<file path="config.mk">
export PLATFORM = sky130hd
export DESIGN_NAME = disp_readout_seq
export DESIGN_NICKNAME = d
export VERILOG_FILES = /design/src/rtl/drs_pkg.sv /design/src/rtl/drs_hostregs.sv /design/src/rtl/drs_seq.sv /design/src/rtl/drs_route.sv /design/src/rtl/disp_readout_seq.sv
export SDC_FILE = /design/constraint.sdc
export NUM_CORES = 1
export LEC_CHECK = 0
export ABC_CLOCK_PERIOD_IN_PS = 4400
export BUFFER_PORTS_ARGS = -buffer_cell sky130_fd_sc_hd__buf_2
export CORE_MARGIN = 3
export CORE_UTILIZATION = 35
export CTS_BUF_LIST = sky130_fd_sc_hd__clkbuf_2 sky130_fd_sc_hd__clkbuf_4 sky130_fd_sc_hd__clkbuf_8
export CTS_CLUSTER_DIAMETER = 50
export DETAILED_ROUTE_END_ITERATION = 7
export GPL_ROUTABILITY_DRIVEN = 0
export GPL_TIMING_DRIVEN = 0
export HOLD_SLACK_MARGIN = 0.03
export SETUP_SLACK_MARGIN = 0.4
export SYNTH_ARGS = -nofsm -noshare
export SYNTH_HDL_FRONTEND = slang
export SYNTH_SLANG_ARGS = --single-unit
</file>
<file path="constraint.sdc">
create_clock -name clk -period 4.4 [get_ports clk]
set_clock_uncertainty 0.1 [all_clocks]
set_input_delay 0.44 -clock clk [delete_from_list [all_inputs] [get_ports clk]]
set_output_delay 0.44 -clock clk [all_outputs]
set_load 0.03 [all_outputs]
</file>
<file path="src/rtl/drs_pkg.sv">
package drs_pkg;

    typedef enum logic [1:0] {
        ST_IDLE = 2'd0,
        ST_ARM  = 2'd1,
        ST_RUN  = 2'd2,
        ST_DONE = 2'd3
    } seq_state_e;

    typedef enum logic [2:0] {
        SRC_VERT = 3'd0,
        SRC_HORZ = 3'd1,
        SRC_ATTR = 3'd2,
        SRC_VCUR = 3'd3,
        SRC_TCUR = 3'd4
    } vsrc_e;

    typedef enum logic [2:0] {
        REG_START = 3'd0,
        REG_STOP  = 3'd1,
        REG_MODE  = 3'd2,
        REG_CTRL  = 3'd3,
        REG_VCUR  = 3'd4,
        REG_TCUR  = 3'd5
    } reg_sel_e;

    typedef struct packed {
        logic  xy;
        vsrc_e vsrc;
    } mode_t;

    // bits [2:0] vertical source, bit 3 XY routing; unknown codes fall back to vertical
    function automatic mode_t decode_mode(input logic [3:0] w);
        mode_t m;
        m.xy = w[3];
        if (w[2:0] > 3'd4) m.vsrc = SRC_VERT;
        else               m.vsrc = vsrc_e'(w[2:0]);
        return m;
    endfunction

endpackage

</file>
<file path="src/rtl/drs_hostregs.sv">
module drs_hostregs
    import drs_pkg::*;
#(
    parameter int ADDR_W = 10,
    parameter int DATA_W = 8,
    parameter int HOST_W = 16
) (
    input  logic              clk,
    input  logic              rst,
    input  logic              we,
    input  logic [2:0]        sel,
    input  logic [HOST_W-1:0] wdata,
    output logic              ld_en,
    output logic [ADDR_W-1:0] ld_val,
    output logic              strobe,
    output logic [ADDR_W-1:0] stop_q,
    output mode_t             mode_q,
    output logic [DATA_W-1:0] vcur_q,
    output logic [DATA_W-1:0] tcur_q
);

    localparam int SPARE_W = HOST_W - ADDR_W;

    logic unused_hi;
    generate
        if (SPARE_W > 0) begin : g_spare
            assign unused_hi = ^wdata[HOST_W-1:ADDR_W];
        end else begin : g_nospare
            assign unused_hi = 1'b0;
        end
    endgenerate

    // start address goes straight to the counter; no copy is kept here
    assign ld_en  = we && (sel == REG_START);
    assign ld_val = wdata[ADDR_W-1:0];
    assign strobe = we && (sel == REG_CTRL) && wdata[0];

    always_ff @(posedge clk) begin
        if (rst) begin
            stop_q <= '0;
            mode_q <= decode_mode(4'd0);
            vcur_q <= '0;
            tcur_q <= '0;
        end else if (we) begin
            case (sel)
                REG_STOP: stop_q <= wdata[ADDR_W-1:0];
                REG_MODE: mode_q <= decode_mode(wdata[3:0]);
                REG_VCUR: vcur_q <= wdata[DATA_W-1:0];
                REG_TCUR: tcur_q <= wdata[DATA_W-1:0];
                default:  ;
            endcase
        end
    end

endmodule

</file>
<file path="src/rtl/drs_seq.sv">
module drs_seq
    import drs_pkg::*;
#(
    parameter int ADDR_W = 10
) (
    input  logic              clk,
    input  logic              rst,
    input  logic              strobe,
    input  logic              ld_en,
    input  logic [ADDR_W-1:0] ld_val,
    input  logic [ADDR_W-1:0] stop_addr,
    input  logic              tick,
    output logic [ADDR_W-1:0] cnt,
    output logic              owns,
    output logic              rd,
    output logic              fin
);

    seq_state_e state;

    always_ff @(posedge clk) begin
        if (rst) begin
            state <= ST_IDLE;
            cnt   <= '0;
        end else begin
            case (state)
                ST_IDLE, ST_DONE: begin
                    if (ld_en) cnt <= ld_val;
                    state <= strobe ? ST_ARM : ST_IDLE;
                end
                ST_ARM: state <= ST_RUN;
                ST_RUN: begin
                    if (tick) begin
                        if (cnt == stop_addr) state <= ST_DONE;
                        else                  cnt   <= cnt + 1'b1;
                    end
                end
                default: state <= ST_IDLE;
            endcase
        end
    end

    assign owns = (state == ST_ARM) || (state == ST_RUN);
    assign rd   = (state == ST_RUN) && tick;
    assign fin  = (state == ST_DONE);

endmodule

</file>
<file path="src/rtl/drs_route.sv">
module drs_route
    import drs_pkg::*;
#(
    parameter int DATA_W = 8
) (
    input  logic              clk,
    input  logic              rst,
    input  logic              rd,
    input  logic [DATA_W-1:0] ramp_in,
    input  mode_t             mode,
    input  logic [DATA_W-1:0] vram,
    input  logic [DATA_W-1:0] hram,
    input  logic [DATA_W-1:0] aram,
    input  logic [DATA_W-1:0] vcur,
    input  logic [DATA_W-1:0] tcur,
    output logic [DATA_W-1:0] hout,
    output logic [DATA_W-1:0] vout,
    output logic              valid
);

    logic [DATA_W-1:0] ramp_q;

    // memory answers one cycle after the read, so the ramp is held one cycle too
    always_ff @(posedge clk) begin
        if (rst) begin
            valid  <= 1'b0;
            ramp_q <= '0;
        end else begin
            valid <= rd;
            if (rd) ramp_q <= ramp_in;
        end
    end

    assign hout = mode.xy ? hram : ramp_q;

    always_comb begin
        case (mode.vsrc)
            SRC_HORZ: vout = hram;
            SRC_ATTR: vout = aram;
            SRC_VCUR: vout = vcur;
            SRC_TCUR: vout = tcur;
            default:  vout = vram;
        endcase
    end

endmodule

</file>
<file path="src/rtl/disp_readout_seq.sv">
module disp_readout_seq
    import drs_pkg::*;
#(
    parameter int ADDR_W = 10,
    parameter int DATA_W = 8,
    parameter int HOST_W = 16
) (
    input  logic              clk,
    input  logic              rst,
    input  logic              host_we,
    input  logic [2:0]        host_sel,
    input  logic [HOST_W-1:0] host_wdata,
    input  logic              disp_tick,
    input  logic [ADDR_W-1:0] wp_addr,
    output logic [ADDR_W-1:0] dm_addr,
    output logic              dm_rd,
    output logic              seq_owns,
    input  logic [DATA_W-1:0] vram_q,
    input  logic [DATA_W-1:0] hram_q,
    input  logic [DATA_W-1:0] aram_q,
    output logic [DATA_W-1:0] hdac,
    output logic [DATA_W-1:0] vdac,
    output logic              dac_valid,
    output logic              done
);

    logic              ld_en;
    logic [ADDR_W-1:0] ld_val;
    logic              strobe;
    logic [ADDR_W-1:0] stop_q;
    mode_t             mode_q;
    logic [DATA_W-1:0] vcur_q;
    logic [DATA_W-1:0] tcur_q;
    logic [ADDR_W-1:0] cnt;
    logic              mode_xy;

    drs_hostregs #(.ADDR_W(ADDR_W), .DATA_W(DATA_W), .HOST_W(HOST_W)) u_regs (
        .clk(clk), .rst(rst), .we(host_we), .sel(host_sel), .wdata(host_wdata),
        .ld_en(ld_en), .ld_val(ld_val), .strobe(strobe), .stop_q(stop_q),
        .mode_q(mode_q), .vcur_q(vcur_q), .tcur_q(tcur_q)
    );

    drs_seq #(.ADDR_W(ADDR_W)) u_seq (
        .clk(clk), .rst(rst), .strobe(strobe), .ld_en(ld_en), .ld_val(ld_val),
        .stop_addr(stop_q), .tick(disp_tick), .cnt(cnt), .owns(seq_owns),
        .rd(dm_rd), .fin(done)
    );

    // address multiplexer: counter while sequencing, processor otherwise
    assign dm_addr = seq_owns ? cnt : wp_addr;
    assign mode_xy = mode_q.xy;

    drs_route #(.DATA_W(DATA_W)) u_route (
        .clk(clk), .rst(rst), .rd(dm_rd), .ramp_in(cnt[DATA_W-1:0]), .mode(mode_q),
        .vram(vram_q), .hram(hram_q), .aram(aram_q), .vcur(vcur_q), .tcur(tcur_q),
        .hout(hdac), .vout(vdac), .valid(dac_valid)
    );

endmodule

</file>
# [After elaboration in Yosys (flattened, before gate mapping)]
# Cells that the tools add are included.
# Widths: inputs -> output; s select.
[word_totals] ff_bits=51 word_cells=55
[op_classes] reduce_logical=15 eq_ne=17 order_cmp=1 addsub=1 muxes=12
[ops] op="$mux 10" n=4
[ops] op="$pmux 8 s4" n=1
[ops] op="$pmux 10 s2" n=1
[ops] op="$eq 3x2->1 const B" n=4
[ops] op="$add 10x1->10 const B" n=1
[ops] op="$eq 10x10->1" n=1
[ops] op="$reduce_and 2->1" n=5
[ops] op="$eq 3x3->1 const B" n=3
[ops] op="$mux 8" n=1
[ops] op="$eq 3x1->1 const B" n=2
[ops] op="$ne 2x2->1 const B" n=3
[ops] op="$pmux 2 s3" n=1
[ops] op="$eq 2x2->1 const B" n=2
[ops] op="$logic_and 1x1->1" n=4
[ops] op="$mux 2" n=2
[ops] op="$reduce_and 4->1" n=1
[ops] op="$gt 3x3->1 const B" n=1
[ops] op="$logic_not 3->1" n=1
[ops] op="$mux 3" n=1
[ops] op="$eq 2x1->1 const B" n=1
[ops] op="$logic_not 2->1" n=1
[ops] op="$ne 2x1->1 const B" n=1
[ops] op="$reduce_bool 2->1" n=1
[ops] op="$reduce_or 2->1" n=1
[ops] op="2 further kinds" n=2

# [Depth between registers and ports, before layout]
[logic_depth] ltp_word=5 mapped_depth=8 mapped_depth_nobuf=7

# [Modules after synthesis]
# Synthesis repeated with hierarchy kept, for this count alone.
[hier_totals] hier_cells=356 area_unflattened_um2=3374.5
[by_module_without_submodules] module="drs_hostregs" area_per_inst_um2=1363.8 cells_each=129 instances=1
[by_module_without_submodules] module="drs_seq" area_per_inst_um2=991.0 cells_each=118 instances=1
[by_module_without_submodules] module="drs_route" area_per_inst_um2=858.3 cells_each=98 instances=1
[by_module_without_submodules] module="disp_readout_seq" area_per_inst_um2=161.4 cells_each=11 instances=1

# [Worst setup path after synthesis]
# No wires, ideal clock.
[synth_timing] kind="reg-to-output" from="register, netlist name u_regs.mode_q[0]" to="output vdac[0]" required_time_ns=3.860 stages_incl_launch_ff=6 n_path_buf=2 path_slack_ns=2.030 t_arrival_ns=1.830 cell_sequence="dfxtp_1 > clkbuf_1 > clkbuf_1 > or2_2 > o21ai_0 > a221oi_1"
[synth_between] elab_chain_len=2 word_cells_on_any_way=5 cone_classes="4 x eq/ne; 1 x mux"
[synth_lines] item="$eq 3x3->1 (tied with other cells)" line="drs_route.sv:37" rtl="case (mode.vsrc)"
[synth_lines] item="$pmux 8 s4 (*)" line="drs_route.sv:37"
[synth_lines] item="end: declaration" line="disp_readout_seq.sv:22" rtl="output logic [DATA_W-1:0] vdac,"
# Every way passes the cells marked *; elsewhere a longest branch is shown, timed or not.

# [Worst setup path in the final report]
[layout_timing] from="register u_seq.state[0]" to="output dm_addr[7]"
[layout_between] elab_chain_len=3 word_cells_on_any_way=4 cone_classes="2 x eq/ne; 1 x mux; 1 x reduce/logical"
[layout_lines] item="start: declaration" line="drs_seq.sv:19" rtl="seq_state_e state;"
[layout_lines] item="start signal: assignment" line="drs_seq.sv:29" rtl="state <= strobe ? ST_ARM : ST_IDLE;"
[layout_lines] item="$eq 2x1->1 or $eq 2x2->1 (tied branches)" line="drs_seq.sv:43" rtl="assign owns = (state == ST_ARM) || (state == ST_RUN);"
[layout_lines] item="$logic_or 1x1->1 (*)" line="drs_seq.sv:43"
[layout_lines] item="$mux 10 (*)" line="disp_readout_seq.sv:50" rtl="assign dm_addr = seq_owns ? cnt : wp_addr;"
[layout_lines] item="end: declaration" line="disp_readout_seq.sv:15" rtl="output logic [ADDR_W-1:0] dm_addr,"
# Marks and branches as above.

==> run_results.csv <==
group,metric,value,unit
hold_path,whs_path_depth,3,
yosys,synth_area,3050,um^2
critical_path,worst_path_largest_cell_delay,0.43,ns
final_layout,stdcell_count,570,
global_route,grt_max_degree,17,
final_layout,postLayoutCellArea,3680,um^2
critical_path,path_buf_inv,4,
die,rows,33,
cts,htreeDepth,2,
cts,ctsResizeCount,0,
global_route,grt_pass1_wl,14800,um
routing,routed_wl,9230,um
critical_path,crit_path_cell_trace,"inv_1, ha_1, clkbuf_1, clkbuf_1, mux2_2, buf_2",
critical_path,cpLargestDelayFamily,"buffers and inverters",
critical_path,r2r-start,"u_seq.cnt[6]",
sta,rsz0062_at_grt,"no",
cts,holdBufCountCts,0,
cts,clockBufferDepth,2,
routing,route.detailed.drc,0,
cts,postCtsSetupBuffers,0,
sta,min_period_over_period,0.671,
die,start_util,0.366,
sta,setup_viol,0,
sta,slew_viol_final,0,
routing,wl_per_cell,16.2,um
cts,cts_num_sinks,51,
yosys,synth.avg_cell_area,8.07,um^2
hold_path,hold_path_startpoint,"host_wdata[9]",
place,io_buffers,79,
sta,tightest_slew,1.25,ns
critical_path,required,3.86,ns
final_layout,nNetsFinal,524,
global_route,first_global_vias,2935,
yosys,ys.flop_type,"dfxtp_1",
yosys,yosysTopAreaCellShare,0.335,
critical_path,crit_path_start_kind,"flop",
routing,ant_nets,0,
die,pin_count,87,
global_route,antenna_found_initial,0,
sta,hold_viol,0,
yosys,synth_edf_count,0,
cts,cts_buffers,5,
sta,fin_tns_setup,0,ns
critical_path,cpMostUsedCell,"clkbuf_1",
sta,relSlewSlack,0.158,
critical_path,r2r_cells,6,
die,die_w,99.4,um
power,p_leak,1.38,nW
critical_path,rr_endpoint,"u_seq.state[0]",
hold_path,whs_endpoint,"u_regs.stop_q[9]",
critical_path,crit_fanout,10,
power,power_density,439,nW/um^2
critical_path,cp_slowest_cell,"clkbuf_1",
routing,vias,3027,
routing,first_iter_violations,155,
yosys,synth_cell_types,44,
outcome,status,"completed",
routing,drt_pre_antenna_iters,5,
yosys,ys_top_cells_by_area,"dfxtp_1 (33%), mux2_2 (8.9%), nand2_1 (7.3%), a21oi_1 (5.7%), mux2i_1 (4.3%)",
cts,path_clk_slew,0.10,ns
global_route,grt_overflow_total,0,
die,die_h,99.4,um
die,die_area,9870,um^2
yosys,synth.ff_latch_count,51,
cts,root_buffer,"clkbuf_8",
flow_run,drv_cap,0,
yosys,async_reset_ff_frac,0,
routing,post_drt_via_cell_ratio,5.31,
place,dpl.hpwl,7050,um
critical_path,r2r_slack,2.02,ns
cts,insertion_delay,0.30,ns
yosys,synthCells,378,
critical_path,cp.arrival,2.41,ns
cts,cts_tree,"yes",
final_layout,drive_above_1_share,0.269,
yosys,yosysTopAreaCell,"dfxtp_1",
place,dpl-instance-area,3580,um^2
final_layout,syn_to_final_growth,20.5,%
critical_path,path_class,"reg2out",
sta,max_freq,339,MHz
yosys,synth-seq-area-share,0.335,
final_layout,antenna_cells,0,
yosys,yosys_warnings,0,
yosys,syn_nets,438,
place,post-place-cells,562,
hold_path,hold_path.class,"in2reg",
sta,min_period,2.95,ns
die,core_area,8340,um^2
critical_path,crit_path_end_kind,"output port",
global_route,track_usage,0.185,
final_layout,fin_util,0.441,
power,vdd_drop_max,263,uV
stage by stage:
step	power, mW	hold slack, ns	setup WS, ns
after floorplan	1.12	0.334	2.03
after global placement	1.32	0.343	1.77
after detailed placement	1.33	0.345	1.74
after CTS	1.62	0.283	1.39
after global routing	1.72	0.315	1.24
final	1.61	0.289	1.45
how the worst max path moves through the flow:
stage / from / slack (ns) / end / depth (start not counted)
after floorplan: u_regs.mode_q[0] / 2.03 / vdac[0] / 5
after global placement: u_seq.state[0] / 1.77 / dm_addr[7] / 6
after detailed placement: u_seq.state[0] / 1.74 / dm_addr[7] / 6
after CTS: u_seq.state[0] / 1.39 / dm_addr[7] / 6
after global routing: u_seq.state[0] / 1.24 / dm_addr[7] / 6
final: u_seq.state[0] / 1.45 / dm_addr[7] / 6
sequential cells by signal, summed over array words and instances (netlist names):
name,flops
u_regs.mode_q,4
u_regs.stop_q,10
u_regs.tcur_q,8
u_regs.vcur_q,8
u_route.ramp_q,8
u_route.valid,1
u_seq.cnt,10
u_seq.state,2
layout make-up:
cell class	count	area, um^2
Clock inverter	2	16.3
Sequential cell	51	1020
Multi-Input combinational cell	292	1900
Tap cell	105	131
Clock buffer	6	82.6
Buffer	28	108
Fill cell	875	4660
Inverter	7	26.3
Timing Repair Buffer	79	395
cell usage after synthesis, drive strengths merged, types with 2 or more instances:
library cell	n
nand2	59
dfxtp	51
a21oi	37
mux2	24
o21ai	24
clkbuf	23
nor2	20
a211oi	16
nand2b	16
mux2i	13
nor2b	9
xnor2	9
a221oi	8
nand3	8
inv	6
nand4	6
buf	5
nor3	4
o2111ai	4
o31ai	4
or3	4
ha	3
or2	3
xor2	3
a31oi	2
and4	2
nand3b	2
nor3b	2
o22ai	2
kinds of logic (layout without fill, tap and decap cells):
kind of cell / Yosys count / in the layout / synth area share
AO/OA/AOI/OAI: 101 / 101 / 0.217
XOR/XNOR: 12 / 12 / 0.0345
adder cells (fa/ha/maj): 3 / 3 / 0.0123
buffers and inverters: 35 / 122 / 0.0439
flip-flops: 51 / 51 / 0.335
multiplexers: 37 / 37 / 0.131
AND/OR/NAND/NOR: 139 / 139 / 0.227
routing by layer:
metal	track usage	wire length [um]	share of wire
met5	0	0	0
met1	0.250	4230	0.46
met4	0.0399	111	0.012
met3	0.0316	567	0.061
met2	0.309	4320	0.47
tightest hold or removal path, stage by stage:
cell and delay (ns):
buf_2 0.11, nand2_1 0.05, a21oi_1 0.05
power breakdown:
| part | total (mW) | switching (mW) | leakage (nW) | internal (mW) |
|---|---|---|---|---|
| combinational | 0.765 | 0.484 | 0.920 | 0.281 |
| clock | 0.289 | 0.160 | 0.0474 | 0.129 |
| sequential | 0.561 | 0.0514 | 0.413 | 0.509 |
| total | 1.61 | 0.696 | 1.38 | 0.919 |
cells in the final DEF, fill, tap and decap left out, types with 16 or more instances in the layout:
cell type / netlist / layout
buf_2: 2 / 81
nor2_1: 19 / 19
nand2_1: 59 / 59
o21ai_0: 24 / 24
clkbuf_1: 23 / 23
a21oi_1: 35 / 35
nand2b_1: 16 / 16
dfxtp_1: 51 / 51
mux2_2: 24 / 24
No activity file was read; power rests on OpenSTA's default activity.
